==> config.mk <==
export PLATFORM = sky130hd
export DESIGN_NAME = msi_capture_ctrl
export DESIGN_NICKNAME = d
export VERILOG_FILES = /design/src/rtl/msi_cap_pkg.sv /design/src/rtl/msi_addr_match.sv /design/src/rtl/msi_vec_decode.sv /design/src/rtl/msi_fwd_stage.sv /design/src/rtl/msi_capture_ctrl.sv
export SDC_FILE = /design/constraint.sdc
export NUM_CORES = 1
export LEC_CHECK = 0
export BUFFER_PORTS_ARGS = -buffer_cell sky130_fd_sc_hd__buf_2
export CORE_ASPECT_RATIO = 1.1
export CORE_MARGIN = 1
export CORE_UTILIZATION = 50
export CTS_CLUSTER_SIZE = 10
export DETAILED_ROUTE_END_ITERATION = 7
export HOLD_SLACK_MARGIN = 0.06
export PLACE_DENSITY = 0.79
export SKIP_LAST_GASP = 1
export SLEW_MARGIN = 10
export SYNTH_ARGS = -nofsm -noshare
export SYNTH_HDL_FRONTEND = slang
export SYNTH_HIERARCHICAL = 1
export SYNTH_SLANG_ARGS = --single-unit
==> constraint.sdc <==
create_clock -name clk -period 3.2 [get_ports clk]
set_input_delay 0.64 -clock clk [delete_from_list [all_inputs] [get_ports clk]]
set_output_delay 0.64 -clock clk [all_outputs]
set_load 0.05 [all_outputs]
==> src/rtl/msi_cap_pkg.sv <==
package msi_cap_pkg;
    localparam int NVEC  = 64;
    localparam int SEL_W = $clog2(NVEC);
    localparam int WORD  = 32;

    typedef enum logic [2:0] {
        RI_TARGET = 3'd0,
        RI_EN_LO  = 3'd1,
        RI_EN_HI  = 3'd2,
        RI_ST_LO  = 3'd3,
        RI_ST_HI  = 3'd4
    } reg_idx_e;
endpackage

==> src/rtl/msi_addr_match.sv <==
module msi_addr_match #(
    parameter int AW = 32
) (
    input  logic [AW-1:0] addr_i,
    input  logic [AW-1:0] target_i,
    output logic          hit_o
);
    // word-granular compare: byte offset inside the window is ignored
    assign hit_o = (addr_i[AW-1:2] == target_i[AW-1:2]);
endmodule

==> src/rtl/msi_vec_decode.sv <==
module msi_vec_decode #(
    parameter int NV = 64,
    localparam int SW = $clog2(NV)
) (
    input  logic          fire_i,
    input  logic [SW-1:0] sel_i,
    input  logic [NV-1:0] en_i,
    output logic [NV-1:0] set_o
);
    for (genvar g = 0; g < NV; g++) begin : g_bit
        assign set_o[g] = fire_i && (sel_i == SW'(g)) && en_i[g];
    end
endmodule

==> src/rtl/msi_fwd_stage.sv <==
module msi_fwd_stage #(
    parameter int AW = 32,
    parameter int DW = 32
) (
    input  logic          clk,
    input  logic          rst_n,
    input  logic          valid_i,
    input  logic          drop_i,
    input  logic [AW-1:0] addr_i,
    input  logic [DW-1:0] data_i,
    output logic          valid_o,
    output logic [AW-1:0] addr_o,
    output logic [DW-1:0] data_o
);
    typedef struct packed {
        logic          vld;
        logic [AW-1:0] addr;
        logic [DW-1:0] data;
    } fwd_t;

    fwd_t f_d, f_q;

    always_comb begin
        f_d      = f_q;
        f_d.vld  = valid_i && !drop_i;
        if (valid_i && !drop_i) begin
            f_d.addr = addr_i;
            f_d.data = data_i;
        end
    end

    always_ff @(posedge clk or negedge rst_n) begin
        if (!rst_n) f_q <= '0;
        else        f_q <= f_d;
    end

    assign valid_o = f_q.vld;
    assign addr_o  = f_q.addr;
    assign data_o  = f_q.data;
endmodule

==> src/rtl/msi_capture_ctrl.sv <==
module msi_capture_ctrl
    import msi_cap_pkg::*;
#(
    parameter int            AW         = 32,
    parameter int            DW         = 32,
    parameter logic [AW-1:0] TARGET_RST = AW'(32'h1E77_005C)
) (
    input  logic          clk,
    input  logic          rst_n,
    input  logic          in_valid,
    input  logic [AW-1:0] in_addr,
    input  logic [DW-1:0] in_data,
    output logic          out_valid,
    output logic [AW-1:0] out_addr,
    output logic [DW-1:0] out_data,
    input  logic          reg_wr,
    input  logic [2:0]    reg_idx,
    input  logic [31:0]   reg_wdata,
    output logic [31:0]   reg_rdata,
    output logic          irq
);
    typedef struct packed {
        logic [NVEC-1:0] en;
        logic [NVEC-1:0] st;
        logic [AW-1:0]   tgt;
        logic            irq;
    } cap_state_t;

    cap_state_t s_d, s_q;
    logic            win_hit;
    logic            consume;
    logic [NVEC-1:0] set_vec;

    msi_addr_match #(.AW(AW)) u_match (
        .addr_i   (in_addr),
        .target_i (s_q.tgt),
        .hit_o    (win_hit)
    );

    assign consume = in_valid && win_hit;

    msi_vec_decode #(.NV(NVEC)) u_dec (
        .fire_i (consume),
        .sel_i  (in_data[SEL_W-1:0]),
        .en_i   (s_q.en),
        .set_o  (set_vec)
    );

    msi_fwd_stage #(.AW(AW), .DW(DW)) u_fwd (
        .clk     (clk),
        .rst_n   (rst_n),
        .valid_i (in_valid),
        .drop_i  (win_hit),
        .addr_i  (in_addr),
        .data_i  (in_data),
        .valid_o (out_valid),
        .addr_o  (out_addr),
        .data_o  (out_data)
    );

    always_comb begin
        s_d = s_q;
        if (reg_wr) begin
            case (reg_idx)
                RI_TARGET: s_d.tgt               = AW'(reg_wdata);
                RI_EN_LO:  s_d.en[WORD-1:0]      = reg_wdata;
                RI_EN_HI:  s_d.en[NVEC-1:WORD]   = reg_wdata;
                RI_ST_LO:  s_d.st[WORD-1:0]      = s_q.st[WORD-1:0] & ~reg_wdata;
                RI_ST_HI:  s_d.st[NVEC-1:WORD]   = s_q.st[NVEC-1:WORD] & ~reg_wdata;
                default:   ;
            endcase
        end
        // capture is merged after the clear so it wins on a collision
        s_d.st  = s_d.st | set_vec;
        s_d.irq = |(s_d.st & s_d.en);
    end

    always_ff @(posedge clk or negedge rst_n) begin
        if (!rst_n) begin
            s_q     <= '0;
            s_q.tgt <= TARGET_RST;
        end else begin
            s_q     <= s_d;
        end
    end

    always_comb begin
        case (reg_idx)
            RI_TARGET: reg_rdata = 32'(s_q.tgt);
            RI_EN_LO:  reg_rdata = s_q.en[WORD-1:0];
            RI_EN_HI:  reg_rdata = s_q.en[NVEC-1:WORD];
            RI_ST_LO:  reg_rdata = s_q.st[WORD-1:0];
            RI_ST_HI:  reg_rdata = s_q.st[NVEC-1:WORD];
            default:   reg_rdata = '0;
        endcase
    end

    assign irq = s_q.irq;

    logic [NVEC-1:0] en_vis, st_vis;
    logic [AW-1:0]   tgt_vis;
    assign en_vis  = s_q.en;
    assign st_vis  = s_q.st;
    assign tgt_vis = s_q.tgt;
endmodule

[Word level (Yosys, flattened, before mapping)]
Index checks and enable logic that the tools add are counted.
Word-level totals
  bits in registers: 226
  bits of input ports: 103
  output and inout bits: 98
  word-level logic and storage cells: 222
Operators by class
  equal/unequal tests: 68
  multiplexer cells: 7
  bitwise gates (word level): 5
  reductions and logical operators: 135
Operator list (number)
  $eq A6 B6 Y1 const B: 32
  $mux W160: 1
  $mux W32: 5
  $pmux W32 S5: 1
  $logic_and A1 B1 Y1: 130
  $eq A6 B5 Y1 const B: 16
  $and A32 B32 Y32: 2
  $and A64 B64 Y64: 1
  $or A64 B64 Y64: 1
  $reduce_or A64 Y1: 1
  $eq A6 B4 Y1 const B: 8
  $not A32 Y32: 1
  $eq A30 B30 Y1: 1
  $eq A6 B3 Y1 const B: 4
  $eq A6 B2 Y1 const B: 2
  $eq A3 B2 Y1 const B: 2
  $eq A6 B1 Y1 const B: 1
  $logic_not A6 Y1: 1
  $eq A3 B1 Y1 const B: 1
  $eq A3 B3 Y1 const B: 1
  $logic_not A3 Y1: 1
  $reduce_and A2 Y1: 1
  $logic_not A1 Y1: 1

[Longest topological paths before layout]
Gate-level depths: netlist of run 1.
  depth in word-level cells: 7
  depth in mapped cells: 14
  gate-level depth less buffers: 14

[Hierarchy]
The synthesis of run 1 kept the hierarchy.
By module, submodules not included
  msi_capture_ctrl: times used 1, cells an instance 625, area each 7572.3 sq um, seq. area each 4046.4 sq um
  msi_fwd_stage: times used 1, cells an instance 137, area each 2672.6 sq um, seq. area each 1626.6 sq um
  msi_vec_decode: times used 1, cells an instance 93, area each 744.5 sq um, seq. area each 0.0 sq um
  msi_addr_match: times used 1, cells an instance 40, area each 330.3 sq um, seq. area each 0.0 sq um

[Worst setup path after synthesis of run 1]
OpenSTA, ideal clock, no wires.
  kind: input -> register
  start: input in_addr[4]
  end: register s_q, in the netlist irq
  library setup time: 0.139 ns
  arrival time: 3.386 ns
  data required time: 3.061 ns
  slack: -0.325 ns
  stages on the path: 14
  buffers on the path: 0
  path through: xor2_1 nor4_1 nand4_1 nor4_2 and2_1 and3b_1 and3_1 nor2_1 a31oi_1 a22o_1 a221o_1 a2111oi_0 or4b_1 or4_1
RTL lines
  from (decl): RTL line msi_capture_ctrl.sv:11  | input logic [AW-1:0] in_addr,
  to (decl): RTL line msi_capture_ctrl.sv:29  | cap_state_t s_d, s_q;

==> qor.yml, run 1 <==
placed_design:
  port_buffers: 200
  gp_routability_congestion: 0.964
  dp_hpwl_um: 26000
  place_ws_ps: -630
grt:
  grt-ovfl-total: 0
  grt_pass1_vias: 9104
  grt_max_degree: 71
  grt_first_pass_wirelength_um: 54700
  grt_antenna_before_repair: 0
  grtUsageTotal_pct: 30.6
sta:
  finalCritPeriodShare_pct: 111
  timing.fmax_ghz: 0.282
  setup-violations-final: 1
  final_hold_viol_count: 0
  setup_ws_ps: -342
  whs_ps: 61.0
  drv_slew: 0
  rsz0062_at_grt: "yes"
  tightest_slew_ps: 665
  min_period_ps: 3540
  slew_headroom_pct: 55.6
  skew_ps: 21.2
  fin_tns_setup_ps: -342
route:
  drtIter0Drc: 907
  wirelength_um: 35200
  drc: 0
  first_pass_iters: 7
  vias: 9180
  routedWlPerCell_um: 23.5
  routed_via_density: 6.12
  ant_nets: 0
finish:
  syn2layout_area_growth_pct: 26.3
  num_antenna_cells: 0
  final_common_cell: "dfrtp_1"
  drive_above_1_share_pct: 50.4
  ff_latch_area_mm2: 0.00567
  layout_common_cells: "dfrtp_1, buf_2, mux2_2"
  multi_input_area_mm2: 0.00539
  nFillCells: 1646
  utilization_pct: 64.5
  nNetsFinal: 1288
clock_tree:
  clockRootBuffer: "clkbuf_16"
  cts_buffers: 26
  clk_path_buf_depth: 3
  clk_pin_slew_ps: 60
  cts_tree: "built"
  holdBufCountCts: 0
  htreeDepth: 1
  clkLatencyLatePin_ps: 530
  cts.sinks: 226
  cts_setup_buffers: 0
critical_path:
  r2r_cells: 15
  rr_endpoint: "irq$_DFF_PN0_"
  start_kind: "register"
  setup.worst_path.class: "register to register"
  slowest_stage: "dfstp_2"
  critical_path_depth: 15
  r2r_slack_ps: -340
  worstPathCellList: "xor2_2 -> nor4_2 -> buf_4 -> nand4_1 -> nor4_4 -> and2_4 -> and3b_2 -> and3_4 -> nor2_1 -> a31oi_1 -> a22o_1 -> a221o_1 -> a2111oi_2 -> or4b_1 -> or4_1"
  crit_arrival_ps: 3930
  critPathMaxFanout: 5
  cp-endpoint: "irq$_DFF_PN0_"
  critPathLaunch: "tgt_vis[4]$_DFFE_PN1P_"
  max_stage_delay_ps: 580
  crit_required_ps: 3590
  reg2reg_from: "tgt_vis[4]$_DFFE_PN1P_"
  cp-end-kind: "register"
  path_buf_inv: 1
  critPathTopFamily: "simple AND/OR/NAND/NOR gates"
min_path:
  worstHoldPathType: "input pin to async pin"
power:
  vdd_drop_max_uv: 395
  power.total_mw: 8.18
  p_leak_nw: 7.19
  powerDensity_mw_per_mm2: 572
run_status:
  failed_checks: "setup timing"
  status: "complete, but fails checks"
flow_run:
  max_cap_viol_count: 0
yosys:
  syn-cell-area_mm2: 0.0113
  synth_edf_count: 0
  async_reset_ff_share_pct: 100
  ys_warn_count: 6
  syn_area_per_cell_um2: 12.6
  synth_flop_cell: "dfrtp_1"
  synth-seq-cells: 226
  synthCells: 895
  synth_cell_types: 50
  synthesis.nets: 998
  synth-seq-area-share_pct: 50.1
die:
  rows: 57
  ios: 201
  die_width_um: 145
  dieHeight_um: 160
  core_mm2: 0.0222
  start_util_pct: 51.0
  die-area_mm2: 0.0232
how the worst min path moves through the flow:
stage	end	slack (ps)	depth (start not counted)
floorplan	en_vis[0]$_DFF_PN0_	340	0
global placement	st_vis[16]$_DFF_PN0_	480	1
detailed placement	st_vis[59]$_DFF_PN0_	490	1
CTS	u_fwd/addr_o[16]$_DFFE_PN0P_	90	1
global route	u_fwd/addr_o[6]$_DFFE_PN0P_	100	1
finish	u_fwd/addr_o[16]$_DFFE_PN0P_	60	1
cell usage after synthesis, drive strengths merged, types with 8 or more instances:
master  instances  area share, %
dfrtp         212             47
dfstp          14            3.2
o22ai          31            1.7
and4b          11           0.97
o21ai          25            1.1
and4            9           0.70
a21boi         24            1.6
nand2          41            1.4
a22oi          76            5.0
xor2           20            1.5
nand4          10           0.55
or2            24            1.3
clkbuf         29           0.97
buf            28            2.1
and3           51            2.8
a21o           38            2.5
nor4            8           0.55
mux2          191             21
xnor2          10           0.77
routing by layer:
| layer | global-route usage, % | routed length [um] | vias up |
|---|---|---|---|
| met3 | 5.94 | 3300 | 105 |
| li1 | - | - | 3963 |
| met4 | 12.7 | 1590 | 0 |
| met5 | 0 | 0 | - |
| met1 | 41.3 | 14300 | 4542 |
| met2 | 48.4 | 15900 | 570 |
registers in the layout (all words and copies together), names as in the netlist:
| register | flops |
|---|---|
| en_vis | 64 |
| irq | 1 |
| st_vis | 64 |
| tgt_vis | 32 |
| u_fwd/addr_o | 32 |
| u_fwd/data_o | 32 |
| u_fwd/valid_o | 1 |
metrics by stage:
stage / cells / cell area [um^2]
floorplan: 895 / 11300
global placement: 1452 / 13500
detailed placement: 1452 / 13500
CTS: 1499 / 14300
global route: 1499 / 14300
finish: 1499 / 14300
layout make-up:
cell class                 instances  share of cell area [%]
clock buffer                      47                    5.25
sequential                       226                    39.7
multi-input combinational        609                    37.7
timing repair buffer             319                    14.7
inverter                           3                  0.0788
tap                              295                    2.58
cell families (layout without fill, tap and decap cells):
group,count (synthesis),count (layout),synth area share [%]
multiplexers,192,192,20.8
flip-flops,226,226,50.1
AND/OR/NAND/NOR,185,185,11.0
buffers and inverters,60,369,3.16
XOR/XNOR,30,30,2.32
AO/OA/AOI/OAI,202,202,12.6
report_power, final:
group / internal [mW] / total [mW] / leakage (nW) / switching, mW
clock network: 1.56 / 2.70 / 0.356 / 1.14
logic: 0.811 / 1.95 / 4.03 / 1.14
registers: 3.24 / 3.53 / 2.80 / 0.291
total: 5.62 / 8.18 / 7.19 / 2.56
what timing repair did:
action / in CTS / in global routing
resized for setup: 4 / 6
pin swaps: 3 / 0
endpoints found under the setup margin: 2 / 17
hold endpoints to repair: 0 / 0
Note: power is estimated with default switching activity, not from simulation.
==> run 2, diff against run 1 <==
--- a/config.mk
+++ b/config.mk
@@ -12,7 +12,8 @@
 export CTS_CLUSTER_SIZE = 10
 export DETAILED_ROUTE_END_ITERATION = 7
 export HOLD_SLACK_MARGIN = 0.06
-export PLACE_DENSITY = 0.79
+export PLACE_DENSITY = 0.77
+export RECOVER_POWER = 25
 export SKIP_LAST_GASP = 1
 export SLEW_MARGIN = 10
 export SYNTH_ARGS = -nofsm -noshare
==> constraint.sdc (replaced) <==
create_clock -name clk -period 3.7 [get_ports clk]
set_input_delay 0.74 -clock clk [delete_from_list [all_inputs] [get_ports clk]]
set_output_delay 0.74 -clock clk [all_outputs]
set_load 0.05 [all_outputs]
==> qor.yml, run 2 (synthesis results as in run 1) <==
critical_path:
  critPathTopFamily: "simple AND/OR/NAND/NOR gates"
  critPathMaxFanout: 12
  max_stage_delay_ps: 590
  start_kind: "register"
  worstPathCellList: "xor2_4 -> nor4_1 -> nand4_1 -> nor4_2 -> and2_4 -> and3_1 -> buf_12 -> and3_1 -> o21ai_1 -> buf_4 -> nand4_1 -> a2111oi_2 -> or4b_1 -> or4_1"
  crit_required_ps: 4090
  crit_arrival_ps: 4030
  path_buf_inv: 2
  slowest_stage: "dfstp_2"
  cp-end-kind: "register"
  setup.worst_path.class: "register to register"
run_status:
  failed_checks: "capacitance limit, slew limit"
  status: "complete, but fails checks"
die:
  die-area_mm2: 0.0232
  start_util_pct: 51.0
  dieHeight_um: 160
  rows: 57
  die_width_um: 145
  core_mm2: 0.0222
  ios: 201
power:
  switchingPower_mw: 2.20
  power.total_mw: 7.10
  powerDensity_mw_per_mm2: 510
  p_clk_share_pct: 34.7
  swShare_pct: 31.0
  p_comb_share_pct: 21.9
  p_seq_share_pct: 43.3
  vdd_drop_max_uv: 403
  p_int_mw: 4.89
  p_leak_nw: 6.97
placed_design:
  gp_routability_congestion: 0.924
  port_buffers: 200
  place_ws_ps: -523
  dp_hpwl_um: 25900
  place_area_mm2: 0.0131
grt:
  grt_antenna_before_repair: 3
  grt-ovfl-total: 0
  grt_pass1_vias: 9195
  grt_first_pass_wirelength_um: 54500
  grt_max_degree: 87
  grtUsageTotal_pct: 30.9
clock_tree:
  clockRootBuffer: "clkbuf_16"
  cts_buffers: 27
  htreeDepth: 1
  cts_tree: "built"
  cts_setup_buffers: 0
  clk_path_buf_depth: 3
  clk_pin_slew_ps: 50
  cts.sinks: 226
  clkLatencyLatePin_ps: 530
  holdBufCountCts: 0
sta:
  min_period_ps: 3640
  slew_headroom_pct: -42.9
  timing.fmax_ghz: 0.275
  rsz0062_at_grt: "no"
  skew_ps: 19.8
  final_hold_viol_count: 0
  setup_ws_ps: 57.6
  setup-violations-final: 0
  drv_slew: 87
  tightest_slew_ps: 2140
  fin_tns_setup_ps: 0
  finalCritPeriodShare_pct: 98.4
route:
  routed_via_density: 6.20
  ant_nets: 0
  wirelength_um: 35700
  first_pass_iters: 5
  drtIter0Drc: 901
  drt-met1-wl_um: 14300
  highest-signal-layer: "met5"
  vias: 9056
  met2_length_um: 16300
  routedWlPerCell_um: 24.5
  drc: 0
  wl_met3_um: 3530
min_path:
  worstHoldPathType: "input pin to register"
finish:
  final_area_mm2: 0.0139
  drive_above_1_share_pct: 48.8
  final_common_cell: "dfrtp_1"
  nNetsFinal: 1249
  syn2layout_area_growth_pct: 23.0
  num_antenna_cells: 0
  layout_common_cells: "dfrtp_1, buf_2, mux2_2"
flow_run:
  max_cap_viol_count: 1
## run 2: cell types whose count changed in the layout (fill, tap and decap cells not counted), moves of 2 or more
cell / delta
buf_12: -9
xor2_1: -3
xor2_2: +2
buf_2: +3
buf_4: -34
clkbuf_8: +3
and3_4: -2
and3_1: +2
clkbuf_1: -4
## run 2: final timing paths
path                                             start                          end  slack (ps)  cells past startpoint
setup / recovery               tgt_vis[21]$_DFFE_PN1P_                irq$_DFF_PN0_          60                     14
hold / removal                              in_data[8]  u_fwd/data_o[8]$_DFFE_PN0P_         440                      2
setup reg to reg               tgt_vis[21]$_DFFE_PN1P_                irq$_DFF_PN0_          60                     14
hold reg to reg            u_fwd/data_o[3]$_DFFE_PN0P_  u_fwd/data_o[3]$_DFFE_PN0P_         500                      1
max in group asynchronous                        rst_n  u_fwd/data_o[7]$_DFFE_PN0P_         820                      2
min in group asynchronous                        rst_n  u_fwd/addr_o[0]$_DFFE_PN0P_         810                      1
## run 2: power groups by stage
stage / Combinational (mW) / Clock, mW / Sequential (mW)
floorplan: 0.789 / 0 / 3.25
global placement: 1.52 / 0 / 3.08
detailed placement: 1.54 / 0 / 3.10
CTS: 1.56 / 2.50 / 3.06
global route: 1.63 / 2.61 / 3.11
finish: 1.56 / 2.47 / 3.07
## run 2: worst register-to-register path, stage by stage, from the launching register on
cell       delay (ps)
dfstp_2           590
xor2_4            220
nor4_1             90
nand4_1           120
nor4_2             60
and2_4            150
and3_1            220
buf_12            180
and3_1            200
o21ai_1           180
buf_4             150
nand4_1           110
a2111oi_2         350
or4b_1            460
or4_1             440
## run 2: metal layers
| metal | track usage (%) | up-vias |
|---|---|---|
| met3 | 6.29 | 98 |
| li1 | - | 3875 |
| met2 | 48.6 | 561 |
| met5 | 0 | - |
| met4 | 14.0 | 2 |
| met1 | 41.3 | 4520 |
## run 2: area by class of cell
class                   count  area (um^2)
repair buffers            279         1670
multi-input cells         609         5390
inverters                   3         11.3
clock inverters             2         38.8
clock buffers              46          777
flip-flops and latches    226         5670
well taps                 295          369
fillers                  1722         8260
## run 2: timing repair
action | CTS | global route
cloned | 0 | 0
pin swaps | 3 | 2
hold endpoints to repair | 0 | 0
gates resized for setup | 6 | 4
endpoints found under the setup margin | 1 | 1
## run 2: stage by stage
| stage | hold WS, ps | utilization (%) | instances |
|---|---|---|---|
| 6_report | 442 | 62.8 | 1460 |
| 2_1_floorplan | 444 | - | 895 |
| 4_1_cts | 225 | 62.9 | 1460 |
| 3_3_place_gp | 480 | 59.0 | 1412 |
| 5_1_grt | 429 | 62.8 | 1460 |
| 3_5_place_dp | 487 | 59.0 | 1412 |
